### src/rtl/lpm_pkg.sv
package lpm_pkg;

  typedef enum logic [1:0] {
    ST_RUN  = 2'd0,
    ST_IDLE = 2'd1,
    ST_HALT = 2'd2,
    ST_STAB = 2'd3
  } lpm_state_e;

  typedef enum logic [1:0] {
    CAUSE_RST   = 2'b00,
    CAUSE_NMI   = 2'b01,
    CAUSE_TMR   = 2'b10,
    CAUSE_SLEEP = 2'b11
  } wake_cause_e;

  // control -> datapath strobes
  typedef struct packed {
    logic        causeLd;
    wake_cause_e causeVal;
    logic        nmiFire;
    logic        stabRun;
  } lpm_strobe_t;

endpackage

### src/rtl/lpm_dp.sv
module lpm_dp
  import lpm_pkg::*;
#(
  parameter int STAB_MODE   = 0,  // 0: wait on oscStable, 1: fixed count
  parameter int STAB_CYCLES = 16
) (
  input  logic        clk,
  input  logic        rstN,
  input  lpm_strobe_t strb,
  input  logic        henWrEn,
  input  logic        henWrData,
  input  logic        oscStable,
  output logic        haltEn,
  output logic        stabDone,
  output wake_cause_e causeQ,
  output logic        nmiStartQ
);

  localparam int CNT_W = (STAB_CYCLES > 1) ? $clog2(STAB_CYCLES + 1) : 1;

  logic henReg;
  logic henLocked;

  // write-once enable register, re-armed only by reset
  always_ff @(posedge clk or negedge rstN) begin
    if (!rstN) begin
      henReg    <= 1'b0;
      henLocked <= 1'b0;
    end else if (henWrEn && !henLocked) begin
      henReg    <= henWrData;
      henLocked <= 1'b1;
    end
  end

  assign haltEn = henReg;

  always_ff @(posedge clk or negedge rstN) begin
    if (!rstN) begin
      causeQ    <= CAUSE_RST;
      nmiStartQ <= 1'b0;
    end else begin
      if (strb.causeLd) causeQ <= strb.causeVal;
      nmiStartQ <= strb.nmiFire;
    end
  end

  generate
    if (STAB_MODE == 0) begin : g_stab_input
      assign stabDone = strb.stabRun && oscStable;
    end else begin : g_stab_count
      logic [CNT_W-1:0] stabCnt;
      always_ff @(posedge clk or negedge rstN) begin
        if (!rstN)             stabCnt <= '0;
        else if (!strb.stabRun) stabCnt <= '0;
        else if (!stabDone)     stabCnt <= stabCnt + 1'b1;
      end
      assign stabDone = strb.stabRun &&
                        (stabCnt == CNT_W'(STAB_CYCLES - 1));
    end
  endgenerate

endmodule

### src/rtl/lpm_ctl.sv
module lpm_ctl
  import lpm_pkg::*;
(
  input  logic        clk,
  input  logic        rstN,
  input  logic        reqHalt,
  input  logic        reqIdle,
  input  logic        nmiIn,
  input  logic        t0Ovf,
  input  logic        haltEn,
  input  logic        stabDone,
  output lpm_strobe_t strb,
  output logic        cpuClkEn,
  output logic        tmrClkEn,
  output logic        oscEn
);

  lpm_state_e stateQ, stateD;

  always_ff @(posedge clk or negedge rstN) begin
    if (!rstN) stateQ <= ST_RUN;
    else       stateQ <= stateD;
  end

  always_comb begin
    stateD        = stateQ;
    strb.causeLd  = 1'b0;
    strb.causeVal = CAUSE_SLEEP;
    strb.nmiFire  = 1'b0;
    strb.stabRun  = 1'b0;
    unique case (stateQ)
      ST_RUN: begin
        if (reqHalt && haltEn) begin
          stateD       = ST_HALT;
          strb.causeLd = 1'b1;
        end else if (reqIdle) begin
          stateD       = ST_IDLE;
          strb.causeLd = 1'b1;
        end
      end
      ST_IDLE: begin
        if (nmiIn) begin
          stateD        = ST_RUN;
          strb.causeLd  = 1'b1;
          strb.causeVal = CAUSE_NMI;
          strb.nmiFire  = 1'b1;
        end else if (t0Ovf) begin
          stateD        = ST_RUN;
          strb.causeLd  = 1'b1;
          strb.causeVal = CAUSE_TMR;
        end
      end
      ST_HALT: begin
        if (nmiIn) begin
          stateD        = ST_STAB;
          strb.causeLd  = 1'b1;
          strb.causeVal = CAUSE_NMI;
        end
      end
      ST_STAB: begin
        strb.stabRun = 1'b1;
        if (stabDone) begin
          stateD       = ST_RUN;
          strb.nmiFire = 1'b1;
        end
      end
      default: stateD = ST_RUN;
    endcase
  end

  assign cpuClkEn = (stateQ == ST_RUN);
  assign tmrClkEn = (stateQ == ST_RUN) || (stateQ == ST_IDLE);
  assign oscEn    = (stateQ != ST_HALT);

endmodule

### src/rtl/lpm_ctrl.sv
module lpm_ctrl
  import lpm_pkg::*;
#(
  parameter int STAB_MODE   = 0,
  parameter int STAB_CYCLES = 16
) (
  input  logic       clk,
  input  logic       rstN,
  input  logic       reqHalt,
  input  logic       reqIdle,
  input  logic       henWrEn,
  input  logic       henWrData,
  input  logic       nmiIn,
  input  logic       t0Ovf,
  input  logic       oscStable,
  output logic       cpuClkEn,
  output logic       tmrClkEn,
  output logic       oscEn,
  output logic [1:0] wakeCause,
  output logic       nmiStart,
  output logic       haltEnOut
);

  lpm_strobe_t strb;
  logic        haltEn;
  logic        stabDone;
  wake_cause_e causeQ;

  lpm_ctl u_ctl (
    .clk      (clk),
    .rstN     (rstN),
    .reqHalt  (reqHalt),
    .reqIdle  (reqIdle),
    .nmiIn    (nmiIn),
    .t0Ovf    (t0Ovf),
    .haltEn   (haltEn),
    .stabDone (stabDone),
    .strb     (strb),
    .cpuClkEn (cpuClkEn),
    .tmrClkEn (tmrClkEn),
    .oscEn    (oscEn)
  );

  lpm_dp #(
    .STAB_MODE   (STAB_MODE),
    .STAB_CYCLES (STAB_CYCLES)
  ) u_dp (
    .clk       (clk),
    .rstN      (rstN),
    .strb      (strb),
    .henWrEn   (henWrEn),
    .henWrData (henWrData),
    .oscStable (oscStable),
    .haltEn    (haltEn),
    .stabDone  (stabDone),
    .causeQ    (causeQ),
    .nmiStartQ (nmiStart)
  );

  assign wakeCause = causeQ;
  assign haltEnOut = haltEn;

endmodule

### config.mk
export PLATFORM = sky130hd
export DESIGN_NAME = lpm_ctrl
export DESIGN_NICKNAME = d
export VERILOG_FILES = /design/src/rtl/lpm_pkg.sv /design/src/rtl/lpm_dp.sv /design/src/rtl/lpm_ctl.sv /design/src/rtl/lpm_ctrl.sv
export SDC_FILE = /design/constraint.sdc
export NUM_CORES = 1
export LEC_CHECK = 0
export ABC_CLOCK_PERIOD_IN_PS = 3300
export BUFFER_PORTS_ARGS = -buffer_cell sky130_fd_sc_hd__clkbuf_2
export CORE_AREA = 2 2 39 41
export CTS_CLUSTER_SIZE = 20
export DETAILED_ROUTE_END_ITERATION = 8
export DIE_AREA = 0 0 41 43
export PLACE_DENSITY_LB_ADDON = 0.25
export SETUP_SLACK_MARGIN = 0.1
export SYNTH_ARGS = -nofsm -noshare
export SYNTH_HDL_FRONTEND = slang
export SYNTH_SLANG_ARGS = --single-unit
### constraint.sdc
create_clock -name clk -period 3.3 [get_ports clk]
set_clock_uncertainty 0.2 [all_clocks]
set_input_delay 0.33 -clock clk [delete_from_list [all_inputs] [get_ports clk]]
set_output_delay 0.33 -clock clk [all_outputs]
set_load 0.05 [all_outputs]
==> Word-level counts from Yosys, hierarchy flattened <==
Index checks and enable logic that the tools add are counted.
{ "totals": {"latchBits": 0, "output_inout_bits": 7, "mem_bits_ro": 0, "register_bits": 7, "in_bits": 9, "n_memories": 0, "ramBits": 0} }
{ "op_classes": {"magnitude_cmp": 0, "addsub": 0, "eq_ne": 8, "reduce_logical": 7, "bitwise_logic": 0, "muxes": 18, "multipliers": 0, "shift": 0, "div": 0} }
{ "op_table": {"columns": ["cell", "count"], "rows": [
  ["2-bit 2-to-1 mux", 6],
  ["3-bit 2-to-1 mux", 3],
  ["2-bit case mux with 4 select lines", 1],
  ["2-bit != test, second input constant", 3],
  ["1-bit 2-to-1 mux", 5],
  ["2-bit equality test, second input constant", 2],
  ["2-bit case mux with 2 select lines", 1],
  ["4-bit AND reduction", 1],
  ["1-bit logical AND", 3],
  ["3-bit by 2-bit != test with 1-bit output, second input constant", 1],
  ["3-bit != test, second input constant", 1],
  ["1-bit case mux with 3 select lines", 1],
  ["2-bit by 1-bit equality test with 1-bit output, second input constant", 1],
  ["2-bit logical NOT", 1],
  ["1-bit case mux with 2 select lines", 1],
  ["1-bit logical NOT", 1],
  ["1-bit logical OR", 1]
]} }

==> Logic depth before layout (Yosys ltp) <==
Gate-level depths: netlist of run 1.
{ "depth": {"depth_word": 5, "mapped_depth": 6, "mapped_depth_nobuf": 6} }

==> Hierarchy <==
A second synthesis of run 1 with hierarchy kept.
{ "hier_totals": {"hier_cells": 50, "hier_area_um2": 503.0} }
{ "by_module_without_submodules": {"columns": ["mod", "cells_per_inst", "seq_area_each_um2", "area_per_inst_um2", "n_inst"], "rows": [
  ["lpm_ctl", 39, 50.0, 314.1, 1],
  ["lpm_dp", 11, 125.1, 188.9, 1]
]} }

==> Worst setup path after synthesis of run 1 <==
Ideal clock, no wire load.
{ "synth_path": {"path_type": "reg-to-reg", "startpoint": "register u_ctl.stateQ[1]", "endpoint": "register u_dp.causeQ[0]", "period_less_slack_ps": 1972, "n_path_buf": 0, "setup_ps": 128, "required_time_ps": 2972, "path_slack_ps": 1328, "arrival_ps": 1644, "stages_incl_launch_ff": 6, "cell_sequence": "dfrtp_1 > inv_1 > ha_1 > nand2b_1 > o22ai_2 > mux2_1"} }
{ "synth_between": {"elab_chain_cells": 2, "word_cells_on_any_way": 5, "classes_between": "2 x eq/ne; 2 x mux; 1 x reduce/logical"} }
{ "synth_lines": {"columns": ["item", "line_no", "source"], "rows": [
  ["from (decl)", "lpm_ctl.sv:18", "lpm_state_e stateQ, stateD;"],
  ["from (signal assigned)", "lpm_ctl.sv:22", "else stateQ <= stateD;"],
  ["2-bit logical NOT", null, null],
  ["net cpuClkEn", "lpm_ctrl.sv:16", "output logic cpuClkEn,"],
  ["1-bit case mux with 3 select lines", "lpm_ctl.sv:31", "unique case (stateQ)"],
  ["to (signal assigned)", "lpm_dp.sv:42", "if (strb.causeLd) causeQ <= strb.causeVal;"],
  ["to (decl)", "lpm_dp.sv:15", "output wake_cause_e causeQ,"]
]} }
The timed path passes the listed nets, and every way through them passes these cells.
A chain may end at the register's enable or synchronous reset.

==> Worst setup path in the final report of run 1 <==
{ "layout_path": {"startpoint": "register u_ctl.stateQ[0]", "endpoint": "output port tmrClkEn"} }
{ "layout_between": {"elab_chain_cells": 2, "word_cells_on_any_way": 3, "classes_between": "1 x eq/ne; 2 x reduce/logical"} }
{ "layout_lines": {"columns": ["item", "line_no", "source"], "rows": [
  ["2-bit by 1-bit equality test with 1-bit output / 2-bit logical NOT (equally long branches)", "lpm_ctl.sv:72", "assign tmrClkEn = (stateQ == ST_RUN) || (stateQ == ST_IDLE);"],
  ["1-bit logical OR *", "lpm_ctl.sv:72", null],
  ["to (decl)", "lpm_ctrl.sv:17", "output logic tmrClkEn,"]
]} }
Mark *: on every way between the ends. The rest lies on a longest branch, timed or not.

==> results of run 1 <==
==> state kept, by name, summed over array words and instances, names as in the netlist <==
name,count
u_dp.henLocked,1
u_dp.haltEn,1
u_dp.nmiStartQ,1
u_dp.causeQ,2
u_ctl.stateQ,2
==> stage by stage <==
stage	total power [mW]	hold slack, ps	setup slack, ps	cell area, um^2
after global placement	0.547	-28.1	1480	546
after CTS	0.634	83.3	1170	582
final	0.624	91.4	1180	582
after global routing	0.675	76.6	1090	582
after floorplan	0.462	-166	1330	450
after detailed placement	0.553	-24.8	1440	546
==> logic make-up (layout without fill, tap and decap cells) <==
family          after synthesis  after routing  share of synthesized area
compound gates               12             12                      0.189
simple gates                 12             12                      0.147
flops                         7              7                      0.389
fa+ha+maj                     6              6                      0.167
buf+inv                       4             24                     0.0333
mux                           3              3                     0.0750
==> how the worst min path moves through the flow <==
stage	start	end	slack [ps]
2_1_floorplan	rstN	u_ctl.stateQ[0]	-170
3_3_place_gp	rstN	u_dp.haltEn	-30
3_5_place_dp	rstN	u_dp.haltEn	-20
4_1_cts	henWrEn	u_dp.henLocked	80
5_1_grt	henWrEn	u_dp.henLocked	80
6_report	henWrEn	u_dp.henLocked	90
==> report_power, final <==
group / leakage [nW] / switching [mW] / total, mW / internal (mW)
clock: 0.0150 / 0.0313 / 0.0774 / 0.0461
sequential: 0.0810 / 0.0252 / 0.142 / 0.117
combinational: 0.184 / 0.268 / 0.404 / 0.136
==> cell type report <==
class,instances,share of cell area
tap,16,0.0344
clock buffer,4,0.0452
multi-input combinational,33,0.447
sequential,7,0.301
timing repair buffer,16,0.146
inverter,4,0.0258
==> placed cells by master, fill, tap and decap left out <==
| master | count |
|---|---|
| o22ai_2 | 1 |
| dlygate4sd3_1 | 1 |
| o21ai_0 | 4 |
| clkbuf_4 | 3 |
| a2bb2oi_1 | 1 |
| mux2_1 | 2 |
| clkbuf_2 | 15 |
| nor2b_1 | 3 |
| o2bb2ai_1 | 1 |
| o21a_1 | 1 |
| nor2_1 | 2 |
| or2_2 | 2 |
| clkbuf_1 | 1 |
| a22o_1 | 1 |
| mux2_2 | 1 |
| dfrtp_1 | 7 |
| nand3_1 | 2 |
| a21oi_1 | 2 |
| ha_1 | 6 |
| nor3_1 | 1 |
| inv_1 | 4 |
| a21oi_2 | 1 |
| nand2b_1 | 2 |
==> routing by layer <==
layer | track usage | up-vias
met5 | 0 | -
met4 | 0.0200 | 0
met3 | 0.0471 | 0
met2 | 0.178 | 8
met1 | 0.153 | 153
li1 | - | 199
==> worst register-to-register path, cell delays in order, from the launching register on <==
cell and delay (ps):
dfrtp_1 450, inv_1 90, ha_1 250, o21a_1 210
a21oi_2 120, o22ai_2 100, mux2_1 310
==> metrics.csv, run 1 <==
stage;metric;value;unit
logic_synthesis;synth_area_leaders;dfrtp_1 (39%), ha_1 (17%), mux2_1 (5.0%);
sta;fin_crit_sh;0.642;
floorplan;die_x;41;um
critical_path;cp_num_cells;4;
sta;finalSetupViolations;0;
logic_synthesis;synth_edf_count;0;
clock_tree;postCtsSetupBuffers;0;
final_layout;layout-drive-gt1-share;0.359;
clock_tree;cts-resized-gates;0;
global_route;grt_max_degree;8;
sta;tns;0;ps
final_layout;fillers;148;
route;via_per_inst;4.50;
placement;dp_hpwl;734;um
clock_tree;clock_latency;250;ps
critical_path;startpoint_type;register;
sta;rsz0062_at_grt;false;
logic_synthesis;synthCells;44;
global_route;overflow;0;
power_and_ir_drop;ir_worst_vdd;0.000310;V
floorplan;io_pins;16;
route;top_layer_used;met3;
critical_path;critPathMaxStageDelay;450;ps
critical_path;cp.buffers_inverters;2;
logic_synthesis;ys_types;19;
route;wl_per_cell;11.1;um
final_layout;multi_input_area;260;um^2
floorplan;initial_core_util;0.325;
sta;period_minus_slack;2120;ps
critical_path;cp-endpoint;tmrClkEn;
clock_tree;cts_inserted_buffers;3;
route;m1WireLength;455;um
critical_path;crit_start;u_ctl.stateQ[0];
global_route;grt_pass1_wl;1370;um
critical_path;cp_data_required_time;2770;ps
floorplan;fp-row-count;14;
logic_synthesis;yosysTopAreaCell;dfrtp_1;
placement;post-place-cells;75;
logic_synthesis;yosysMostFrequentCell;dfrtp_1;
placement;port_buffers;15;
critical_path;r2r_end;u_dp.causeQ[0];
route;drt_wl_total;888;um
min_path;min_path_cells;2;
power_and_ir_drop;p_leak;0.280;nW
sta;maxSlewViolCount;0;
final_layout;fin_cells;80;
logic_synthesis;ys.warnings.count;0;
logic_synthesis;syn-num-nets;59;
logic_synthesis;ys_ff_latch;7;
floorplan;die_h;43;um
sta;final-hold-violation-count;0;
critical_path;rrSetupSlack;1470;ps
clock_tree;cts_max_level;1;
critical_path;crit_chain;inv_1 > ha_1 > or2_2 > clkbuf_2;
critical_path;r2r_cells;6;
critical_path;r2r_start;u_ctl.stateQ[0];
global_route;antenna_found_initial;0;
logic_synthesis;yosysSeqAreaShare;0.389;
global_route;grt_pass1_vias;319;
clock_tree;clk_path_buf_depth;2;
route;dr_total_vias;360;
logic_synthesis;synth_flop_cell;dfrtp_1;
logic_synthesis;synthTopCellsByCount;dfrtp_1 (7), ha_1 (6), inv_1 (4), o21ai_0 (4), nor2b_1 (3);
route;drc;0;
final_layout;fin_nets;80;
clock_tree;clk_pin_slew_worst_paths;50;ps
clock_tree;holdBufCountCts;1;
min_path;hold_path_class;input port to register;
clock_tree;cts_tree;built;
route;dr_wl_met2;402;um
route;dr_wl_met3;30;um
clock_tree;root_buffer;clkbuf_4;
final_layout;seq_area;175;um^2
final_layout;postLayoutCoreUtil;0.420;
critical_path;crit_path_end_kind;primary output;
floorplan;core-area;1380;um^2
final_layout;area_growth;29.2;%
logic_synthesis;async_flop_share;1.00;
power_and_ir_drop;powerDensity;1070;nW/um^2
final_layout;diodes;0;
critical_path;path_max_fanout;7;
placement;globalplace.congestion;0.754;
sta;max_slew.worst_pin.slew;279;ps
route;first_iter_violations;4;
critical_path;critPathTopFamily;flip-flops;
sta;max_freq;472;MHz
global_route;track_usage;0.117;
logic_synthesis;synthesis.area;450;um^2
clock_tree;cts_sinks;7;
outcome;status;finished clean;
route;first_pass_iters;3;
critical_path;cp_slowest_cell;dfrtp_1;
logic_synthesis;yosysTopAreaCellShare;0.389;
flow_run;cap_violations;0;
logic_synthesis;synth.avg_cell_area;10.2;um^2
critical_path;critPathArrivalTime;1590;ps
critical_path;worstSetupPathType;register to primary output;
floorplan;dieArea;1760;um^2
route;postRouteAntennaNets;0;
sta;slew_headroom;0.815;
No activity file was read; power rests on OpenSTA's default activity.
==> run 2, diff against run 1 <==
- ABC_CLOCK_PERIOD_IN_PS: 3300 -> 1900
- clock period: 3.3 -> 1.9 ns (I/O delays scaled with it)
==> metrics.csv, run 2 (synthesis gave the netlist of run 1 again) <==
stage;metric;value;unit;change
outcome;status;finished clean;;
floorplan;dieArea;1760;um^2;unchanged
final_layout;layout_common_cells;clkbuf_2 (14), dfrtp_1 (6), o21ai_0 (4), dlygate4sd3_1 (4), buf_4 (4);;
placement;globalplace.congestion;0.748;;-0.80%
floorplan;fp-row-count;14;;unchanged
final_layout;layout-drive-gt1-share;0.500;;+0.141
placement;post-place-cells;75;;unchanged
floorplan;io_pins;16;;unchanged
clock_tree;cts_sinks;7;;unchanged
power_and_ir_drop;powerDensity;1860;nW/um^2;+73%
global_route;track_usage;0.133;;+0.0166
placement;placed_area;552;um^2;+1.1%
critical_path;worstSetupPathType;register to register;;
final_layout;finalInstanceArea;687;um^2;+18%
critical_path;path_max_fanout;4;;-3
sta;maxSlewViolCount;0;;unchanged
route;postRouteAntennaNets;0;;unchanged
sta;whs;72.7;ps;-18.7 ps
global_route;antenna_found_initial;0;;unchanged
floorplan;initial_core_util;0.325;;unchanged
route;wl_per_cell;11.2;um;+0.57%
min_path;whs_endpoint;u_dp.nmiStartQ;;
sta;rsz0062_at_grt;true;;
final_layout;final_common_cell;clkbuf_2;;
flow_run;cap_violations;0;;unchanged
final_layout;fillers;134;;-9.5%
clock_tree;cts_tree;built;;
sta;tns;0;ps;unchanged
power_and_ir_drop;p_leak;0.317;nW;+13%
global_route;overflow;0;;unchanged
sta;max_freq;567;MHz;
critical_path;cp_data_required_time;1830;ps;-940 ps
clock_tree;clk_path_buf_depth;2;;unchanged
critical_path;startpoint_type;register;;
sta;max_slew.worst_pin.slew;279;ps;-0.328 ps
sta;final-hold-violation-count;0;;unchanged
critical_path;r2r_start;u_ctl.stateQ[1];;
critical_path;r2r_end;u_dp.causeQ[1];;
min_path;min_path_cells;2;;unchanged
min_path;hold_path_class;input port to register;;
floorplan;core-area;1380;um^2;unchanged
floorplan;die_x;41;um;unchanged
route;drt_wl_total;960;um;+8.1%
power_and_ir_drop;ir_worst_vdd;0.000633;V;+100%
clock_tree;clock_latency;240;ps;about the same
sta;fin_crit_sh;0.928;;
route;drc;0;;unchanged
critical_path;critPathArrivalTime;1690;ps;+100 ps
global_route;grt_max_degree;8;;unchanged
final_layout;fin_nets;86;;+7.5%
clock_tree;cts_max_level;1;;unchanged
final_layout;diodes;0;;unchanged
sta;period_minus_slack;1760;ps;
final_layout;area_growth;52.5;%;
placement;dp_hpwl;718;um;-2.2%
critical_path;rrSetupSlack;140;ps;-1330 ps
critical_path;crit_path_end_kind;register;;
final_layout;fin_cells;86;;+7.5%
route;first_pass_iters;2;;-1
min_path;hp-start;nmiIn;;
route;via_per_inst;4.55;;+1.0%
final_layout;top_regs;u_ctl.stateQ x2, u_dp.causeQ x2;;
global_route;grt_pass1_vias;389;;+22%
route;first_iter_violations;1;;-3
global_route;grt_pass1_wl;1590;um;+16%
clock_tree;clk_pin_slew_worst_paths;50;ps;about the same
sta;finalSetupViolations;0;;unchanged
placement;port_buffers;15;;unchanged
floorplan;die_h;43;um;unchanged
route;dr_total_vias;391;;+8.6%
clock_tree;root_buffer;clkbuf_4;;
clock_tree;cts_inserted_buffers;3;;unchanged
critical_path;r2r_cells;6;;unchanged
sta;slew_headroom;0.813;;-0.00200
run 2: worst max-delay path, stage by stage, from the launching register on:
cell and delay [ps]:
dfrtp_1 390, buf_4 160, ha_4 170, o21a_1 190, a21oi_2 120, o22ai_2 110
mux2_4 310
run 2: how the worst max path moves through the flow:
stage	from	to	slack, ps	cells after the start
final	u_ctl.stateQ[1]	u_dp.causeQ[1]	140	6
after global routing	u_ctl.stateQ[0]	tmrClkEn	90	4
after detailed placement	u_ctl.stateQ[0]	u_dp.causeQ[1]	50	6
after CTS	u_ctl.stateQ[1]	tmrClkEn	80	4
after global placement	u_ctl.stateQ[0]	u_dp.causeQ[1]	70	6
after floorplan	u_ctl.stateQ[0]	u_ctl.stateQ[0]	100	6
run 2: repair_timing:
action / 4_1_cts / 5_1_grt
setup endpoints to repair: 4 / 4
hold buffers: 4 / 0
gates resized for setup: 4 / 8
setup buffers: 3 / 0
pin swaps: 0 / 1
hold endpoints to repair: 10 / 0
run 2: cell type report:
type | instances | area (um^2) | share of cell area
Multi-Input combinational cell | 33 | 305 | 0.444
Sequential cell | 7 | 176 | 0.257
Timing Repair Buffer | 22 | 140 | 0.204
Clock buffer | 4 | 26.3 | 0.0383
Tap cell | 16 | 20.0 | 0.0291
Inverter | 4 | 18.8 | 0.0273
run 2: report_power, final:
group | leakage (nW) | switching, mW | total, mW | internal [mW]
registers | 0.0799 | 0.0396 | 0.245 | 0.206
logic | 0.222 | 0.531 | 0.903 | 0.372
clock network | 0.0150 | 0.0483 | 0.128 | 0.0797
total | 0.317 | 0.618 | 1.28 | 0.658
run 2: stage by stage:
| stage | utilization | setup slack (ps) | total power, mW |
|---|---|---|---|
| 2_1_floorplan | - | 102 | 0.817 |
| 3_3_place_gp | 0.399 | 70.8 | 0.962 |
| 3_5_place_dp | 0.399 | 45.6 | 0.961 |
| 4_1_cts | 0.469 | 82.5 | 1.16 |
| 5_1_grt | 0.496 | 86.3 | 1.37 |
| 6_report | 0.496 | 137 | 1.28 |
run 2: metal layers:
metal  track usage  vias up  part of all wire
li1              -      206                 -
met4        0.0600        0             0.016
met3        0.0471        2             0.011
met1         0.173      177              0.46
met2         0.191        6              0.51
met5             0        -                 0
